### config.mk
export PLATFORM = sky130hd
export DESIGN_NAME = i2c_scl_gen
export DESIGN_NICKNAME = d
export VERILOG_FILES = /design/src/rtl/sclgen_pkg.sv /design/src/rtl/sclgen_dp.sv /design/src/rtl/sclgen_ctrl.sv /design/src/rtl/i2c_scl_gen.sv
export SDC_FILE = /design/constraint.sdc
export NUM_CORES = 1
export LEC_CHECK = 0
export BUFFER_PORTS_ARGS = -buffer_cell sky130_fd_sc_hd__buf_2
export CORE_MARGIN = 2
export CORE_UTILIZATION = 35
export DETAILED_ROUTE_END_ITERATION = 10
export PLACE_DENSITY = 0.6
export SLEW_MARGIN = 20
export SYNTH_ARGS = -nofsm -noshare
export SYNTH_HDL_FRONTEND = slang
export SYNTH_SLANG_ARGS = --single-unit
### constraint.sdc
create_clock -name clk -period 3 [get_ports clk]
set_clock_uncertainty 0.2 [all_clocks]
set_input_delay 0.15 -clock clk [delete_from_list [all_inputs] [get_ports clk]]
set_output_delay 0.15 -clock clk [all_outputs]
set_load 0.01 [all_outputs]
### src/rtl/sclgen_pkg.sv
package sclgen_pkg;

  localparam logic [2:0] RATE_EXT = 3'b111;

  typedef enum logic [1:0] {
    ST_IDLE,
    ST_LOW,
    ST_WAITHI,
    ST_HIGH
  } sclState_e;

  // strobes from control to datapath
  typedef struct packed {
    logic cntClr;
    logic cntInc;
    logic rateLoad;
  } ctrlStrb_t;

  // half of the full SCL period in bus clock cycles, per rate code
  function automatic int unsigned busHalf(input logic [2:0] code);
    case (code)
      3'd0:    busHalf = 128;
      3'd1:    busHalf = 112;
      3'd2:    busHalf = 96;
      3'd3:    busHalf = 80;
      3'd4:    busHalf = 480;
      3'd5:    busHalf = 60;
      3'd6:    busHalf = 30;
      default: busHalf = 1;
    endcase
  endfunction

endpackage

### src/rtl/sclgen_dp.sv
module sclgen_dp
  import sclgen_pkg::*;
#(
  parameter int CntW      = 9,
  parameter int ExtHalf   = 4,
  parameter int SyncDepth = 2
) (
  input  logic      clk,
  input  logic      rst,
  input  logic [2:0] rateCode,
  input  logic      bclkIn,
  input  logic      sclIn,
  input  ctrlStrb_t strb,
  output logic      tick,
  output logic      cntLast,
  output logic      sclHigh
);

  logic [SyncDepth-1:0] sclSync;
  logic [SyncDepth:0]   bclkSync;
  logic [2:0]           rateQ;
  logic [CntW-1:0]      cnt;
  logic [CntW-1:0]      halfLim;
  logic                 extMode;
  logic                 bclkEdge;

  // synchronizer chains
  always_ff @(posedge clk or posedge rst) begin
    if (rst) begin
      sclSync  <= '0;
      bclkSync <= '0;
    end else begin
      sclSync  <= {sclSync[SyncDepth-2:0], sclIn};
      bclkSync <= {bclkSync[SyncDepth-1:0], bclkIn};
    end
  end

  assign sclHigh  = sclSync[SyncDepth-1];
  assign bclkEdge = bclkSync[SyncDepth-1] & ~bclkSync[SyncDepth];

  // rate code captured only at the start of a low phase
  always_ff @(posedge clk or posedge rst) begin
    if (rst)               rateQ <= '0;
    else if (strb.rateLoad) rateQ <= rateCode;
  end

  assign extMode = (rateQ == RATE_EXT);

  always_comb begin
    if (extMode) halfLim = CntW'(ExtHalf);
    else         halfLim = CntW'(busHalf(rateQ));
  end

  assign tick    = extMode ? bclkEdge : 1'b1;
  assign cntLast = (cnt == halfLim - 1'b1);

  always_ff @(posedge clk or posedge rst) begin
    if (rst)              cnt <= '0;
    else if (strb.cntClr) cnt <= '0;
    else if (strb.cntInc) cnt <= cnt + 1'b1;
  end

endmodule

### src/rtl/sclgen_ctrl.sv
module sclgen_ctrl
  import sclgen_pkg::*;
(
  input  logic      clk,
  input  logic      rst,
  input  logic      enable,
  input  logic      tick,
  input  logic      cntLast,
  input  logic      sclHigh,
  output ctrlStrb_t strb,
  output logic      sclOe,
  output logic      sclRise,
  output logic      sclFall
);

  sclState_e state, nextState;
  logic riseD, fallD;
  logic riseQ, fallQ;

  always_comb begin
    nextState = state;
    strb      = '0;
    riseD     = 1'b0;
    fallD     = 1'b0;
    if (!enable) begin
      nextState = ST_IDLE;
    end else begin
      case (state)
        ST_IDLE: begin
          nextState     = ST_LOW;
          strb.rateLoad = 1'b1;
          strb.cntClr   = 1'b1;
          fallD         = 1'b1;
        end
        ST_LOW: begin
          if (tick) begin
            if (cntLast) begin
              nextState   = ST_WAITHI;
              strb.cntClr = 1'b1;
            end else begin
              strb.cntInc = 1'b1;
            end
          end
        end
        ST_WAITHI: begin
          if (sclHigh) begin
            nextState   = ST_HIGH;
            strb.cntClr = 1'b1;
            riseD       = 1'b1;
          end
        end
        ST_HIGH: begin
          if (tick) begin
            if (cntLast) begin
              nextState     = ST_LOW;
              strb.rateLoad = 1'b1;
              strb.cntClr   = 1'b1;
              fallD         = 1'b1;
            end else begin
              strb.cntInc = 1'b1;
            end
          end
        end
        default: nextState = ST_IDLE;
      endcase
    end
  end

  always_ff @(posedge clk or posedge rst) begin
    if (rst) begin
      state <= ST_IDLE;
      riseQ <= 1'b0;
      fallQ <= 1'b0;
    end else begin
      state <= nextState;
      riseQ <= riseD;
      fallQ <= fallD;
    end
  end

  assign sclOe   = (state == ST_LOW);
  assign sclRise = riseQ;
  assign sclFall = fallQ;

endmodule

### src/rtl/i2c_scl_gen.sv
module i2c_scl_gen
  import sclgen_pkg::*;
#(
  parameter int CntW      = 9,
  parameter int ExtHalf   = 4,
  parameter int SyncDepth = 2
) (
  input  logic       clk,
  input  logic       rst,
  input  logic       enable,
  input  logic [2:0] rateCode,
  input  logic       bclkIn,
  input  logic       sclIn,
  output logic       sclOe,
  output logic       sclRise,
  output logic       sclFall
);

  ctrlStrb_t strb;
  logic tick, cntLast, sclHigh;

  sclgen_dp #(
    .CntW     (CntW),
    .ExtHalf  (ExtHalf),
    .SyncDepth(SyncDepth)
  ) u_dp (
    .clk     (clk),
    .rst     (rst),
    .rateCode(rateCode),
    .bclkIn  (bclkIn),
    .sclIn   (sclIn),
    .strb    (strb),
    .tick    (tick),
    .cntLast (cntLast),
    .sclHigh (sclHigh)
  );

  sclgen_ctrl u_ctrl (
    .clk    (clk),
    .rst    (rst),
    .enable (enable),
    .tick   (tick),
    .cntLast(cntLast),
    .sclHigh(sclHigh),
    .strb   (strb),
    .sclOe  (sclOe),
    .sclRise(sclRise),
    .sclFall(sclFall)
  );

endmodule

==> impl_results.md <==
- Post-route DRC violation count: 0
- Internal power contribution: 615 uW
- Post-DR wirelength/cell: 14.3 um
- Std cell rows: 23
- Share of layout cells above drive strength 1: 16.7%
- Most frequent standard cell in the layout excluding fill and tap cells: sky130_fd_sc_hd__dfrtp_1
- Share of the core filled with cells in the final layout: 40.8%
- Top Family by Delay on Critical Path: simple AND/OR/NAND/NOR gates
- Overall via count from detail_route: 1240
- Unrepaired setup endpoints after global routing: false
- Hold-critical path depth: 2
- Synthesized Nets: 175
- Flop pwr share: 33.9%
- Estimated wirelength of the detail-placed design: 2390 um
- Drt first-iter violations: 32
- Final antenna-violating net count: 0
- Most frequent cells in the layout: 21 x sky130_fd_sc_hd__dfrtp_1, 16 x sky130_fd_sc_hd__nand3_1, 14 x sky130_fd_sc_hd__and3_1
- Number of warnings printed during yosys synthesis: 0
- Arrival time reported for the critical path endpoint: 2780 ps
- Most frequent cell on the critical path: sky130_fd_sc_hd__ha_1
- Placed Area: 1540 sq um
- Switching share of power: 40.6%
- Path depth of the worst reg2reg path: 10
- Beginning of the worst hold path: enable
- Critical Path Fanout Max: 8
- Maximum number of pins on one net before global-route repair: 22
- Headroom to the max-slew limit: 47.3%
- Initial cell density of the core: 36.3%
- Dominant cell type by area after synthesis: sky130_fd_sc_hd__dfrtp_1
- Crit path required time: 2900 ps
- Achievable frequency: 0.348 GHz
- Final setup violation count: 0
- Worst-case register-to-register setup slack: 130 ps
- Clock root buffer: sky130_fd_sc_hd__clkbuf_8
- Period Utilization, post-route: 95.8%
- Post-synthesis instance area: 1440 sq um
- Hold Worst Slack: 36.3 ps
- Logic gate share of total power: 48.0%
- Worst path max stage delay: 410 ps
- Power per unit of standard cell area: 639 nW/um^2
- Status: finished clean
- Buffer depth of the longest clock path: 2
- Cell with the biggest individual delay on the critical path: sky130_fd_sc_hd__nor3_2
- WL final: 3210 um
- Routed vias/inst: 5.54
- Topmost layer with routed signal wires: met4
- DP Worst Slack: 133 ps
- Cell breakdown of the critical path: and3b_1, inv_1, ha_1, ha_1, xnor2_1, mux2_2, a21oi_2, o21ai_4, nor3_2, a2111oi_0
- Synthesis-to-finish area growth: 12.4%
- Max IR drop VDD: 0.000311 V
- Final Cell Area: 1620 sq um
- Final Hold Viols: 0
- Critical Setup Path Class: reg -> reg
- Clock-pin slew reported for the worst setup and hold paths after clock tree synthesis: 80 ps
- Via count of the first global-routing pass: 1192
- IO Count: 11
- GRT Residual Overflow: 0
- Reg-to-Reg End: u_dp.cnt[8]
- Depth of the CTS H-tree: 1
- Total negative setup slack: 0 ps
- Switching power: 420 uW
- Proportion of register bits with asynchronous set or reset after synthesis: 100%
- Global-route wire length before repair: 5250 um
- Chip Width: 68.1 um
- Hold Crit Endpoint: u_ctrl.sclRise
- Area of the core: 3970 sq um
- Dominant register cell in the synthesized netlist: sky130_fd_sc_hd__dfrtp_1
- Total of max-cap violations: 0
- Nets: 190
- Post-CTS Setup Repair Bufs: 0
- Nature of the critical path startpoint: flop
- Crit path time final: 2870 ps
- Antenna violations before repair: 0
- Fill cell total of the finished layout: 399
- Sequential share of the synthesized area: 36.5%
- Register bit count reported by yosys: 21
- Share of the synthesized area in the top cell type: 36.5%
- Clock tree from TritonCTS: yes
- Final weighted congestion in routability-driven placement: 0.904
- Class of the most critical hold timing path: in -> reg
- Per-instance average area after synthesis: 9.00 sq um
- Number of enable-type register cells in the synthesized netlist: 0
- Clock network latency to the later pin of the worst-skew pair: 260 ps
- Routed met3 length: 78 um
- Static leakage power: 0.000716 uW
- Combined buffer and inverter count along the critical path: 1
- Overall routing resource usage: 15.0%
- Count of buffers inserted at the top-level ports: 10
- Final max-slew violation count: 0
- Measured slew at the worst slew-check pin: 789 ps
- Slack of the critical path: 125 ps
- Ant. Diodes: 0
- Routed length on met2: 1620 um
- Cell variety after synth: 48
- Element type at the critical path end: flop
- Height of the die: 68.1 um
- Share of total power in the clock network: 18.0%
- Die area: 4640 sq um
- FF-to-FF Start: u_dp.rateQ[0]
- Met1 wire length: 1490 um
- Number of detailed-route iterations in the first pass: 4
- CTS buffer count: 3
- Clock sink count: 21
- Cells after Synth: 160
- Synth top area cells: sky130_fd_sc_hd__dfrtp_1 36%, sky130_fd_sc_hd__and3_1 6.1%, sky130_fd_sc_hd__ha_1 6.1%, sky130_fd_sc_hd__nand3_1 5.6%, sky130_fd_sc_hd__nor2_1 3.4%
## state kept, by name (all words and copies together), names as in the netlist
signal and count:
u_dp.cnt 9, u_dp.bclkSync 3, u_dp.rateQ 3, u_ctrl.state 2, u_dp.sclSync 2, u_ctrl.sclFall 1, u_ctrl.sclRise 1
## worst max path at each step
| stage | from | endpoint | slack (ps) | cells past startpoint |
|---|---|---|---|---|
| after floorplan | u_dp.rateQ[0] | u_ctrl.state[1] | 160 | 11 |
| after global placement | u_dp.rateQ[0] | u_ctrl.state[1] | 250 | 10 |
| after detailed placement | u_dp.rateQ[0] | u_ctrl.state[0] | 130 | 10 |
| after CTS | u_dp.rateQ[0] | u_ctrl.state[0] | 110 | 10 |
| after global routing | u_dp.rateQ[0] | u_dp.cnt[8] | 30 | 10 |
| final | u_dp.rateQ[0] | u_dp.cnt[8] | 130 | 10 |
## kinds of logic (layout without fill, tap and decap cells)
group | after synthesis | after routing | synth area share (%)
adder cells (fa/ha/maj) | 7 | 7 | 6.08
XOR/XNOR | 6 | 6 | 4.17
flip-flops | 21 | 21 | 36.5
other | 1 | 1 | 0.260
AO/OA/AOI/OAI | 33 | 33 | 16.7
multiplexers | 1 | 1 | 0.782
AND/OR/NAND/NOR | 76 | 76 | 30.4
buffers and inverters | 15 | 29 | 5.13
## what timing repair did
action / CTS / global route
resized for setup: 0 / 1
endpoints found under the hold margin: 23 / 0
hold buffers: 3 / 0
endpoints found under the setup margin: 0 / 1
## area by class of cell
| type | instances | area [sq um] | share of cell area (%) |
|---|---|---|---|
| Clock buffer | 3 | 41.3 | 2.55 |
| Inverter | 9 | 33.8 | 2.09 |
| Tap cell | 50 | 62.6 | 3.86 |
| Multi-Input combinational cell | 124 | 848 | 52.4 |
| Clock inverter | 1 | 5.00 | 0.309 |
| Sequential cell | 21 | 526 | 32.5 |
| Timing Repair Buffer | 16 | 103 | 6.34 |
## cells in the mapped netlist, types with 2 or more instances
master and number:
sky130_fd_sc_hd__ha_1 7, sky130_fd_sc_hd__nand2_1 6, sky130_fd_sc_hd__and3_1 14, sky130_fd_sc_hd__or4_1 2
sky130_fd_sc_hd__nor2b_1 4, sky130_fd_sc_hd__clkbuf_1 2, sky130_fd_sc_hd__xor2_1 2, sky130_fd_sc_hd__nand4_1 2
sky130_fd_sc_hd__inv_1 9, sky130_fd_sc_hd__a31oi_1 3, sky130_fd_sc_hd__o21ai_1 2, sky130_fd_sc_hd__dfrtp_1 21
sky130_fd_sc_hd__o21a_1 2, sky130_fd_sc_hd__a21oi_1 4, sky130_fd_sc_hd__nand3_1 16, sky130_fd_sc_hd__o21ai_0 8
sky130_fd_sc_hd__nor2_1 13, sky130_fd_sc_hd__a221oi_1 3, sky130_fd_sc_hd__buf_6 2, sky130_fd_sc_hd__nor4_1 6
sky130_fd_sc_hd__nor3_2 2, sky130_fd_sc_hd__nor3_1 2, sky130_fd_sc_hd__xnor2_1 3
## power groups by stage
stage / clock, uW / sequential (uW) / combinational [uW]
finish: 187 / 351 / 497
global route: 206 / 356 / 560
CTS: 193 / 351 / 492
detailed placement: 0 / 357 / 488
global placement: 0 / 356 / 478
floorplan: 0 / 357 / 377
## routing by layer
metal | vias to the layer above | track usage (%)
met1 | 599 | 19.5
li1 | 616 | -
met2 | 23 | 26.0
met3 | 2 | 2.14
met5 | - | 0
met4 | 0 | 4.25
## stage by stage
stage | cells | total power, uW
CTS | 224 | 1040
global placement | 217 | 834
floorplan | 160 | 734
finish | 224 | 1030
global route | 224 | 1120
detailed placement | 217 | 845
No activity file was read; power rests on OpenSTA's default activity.
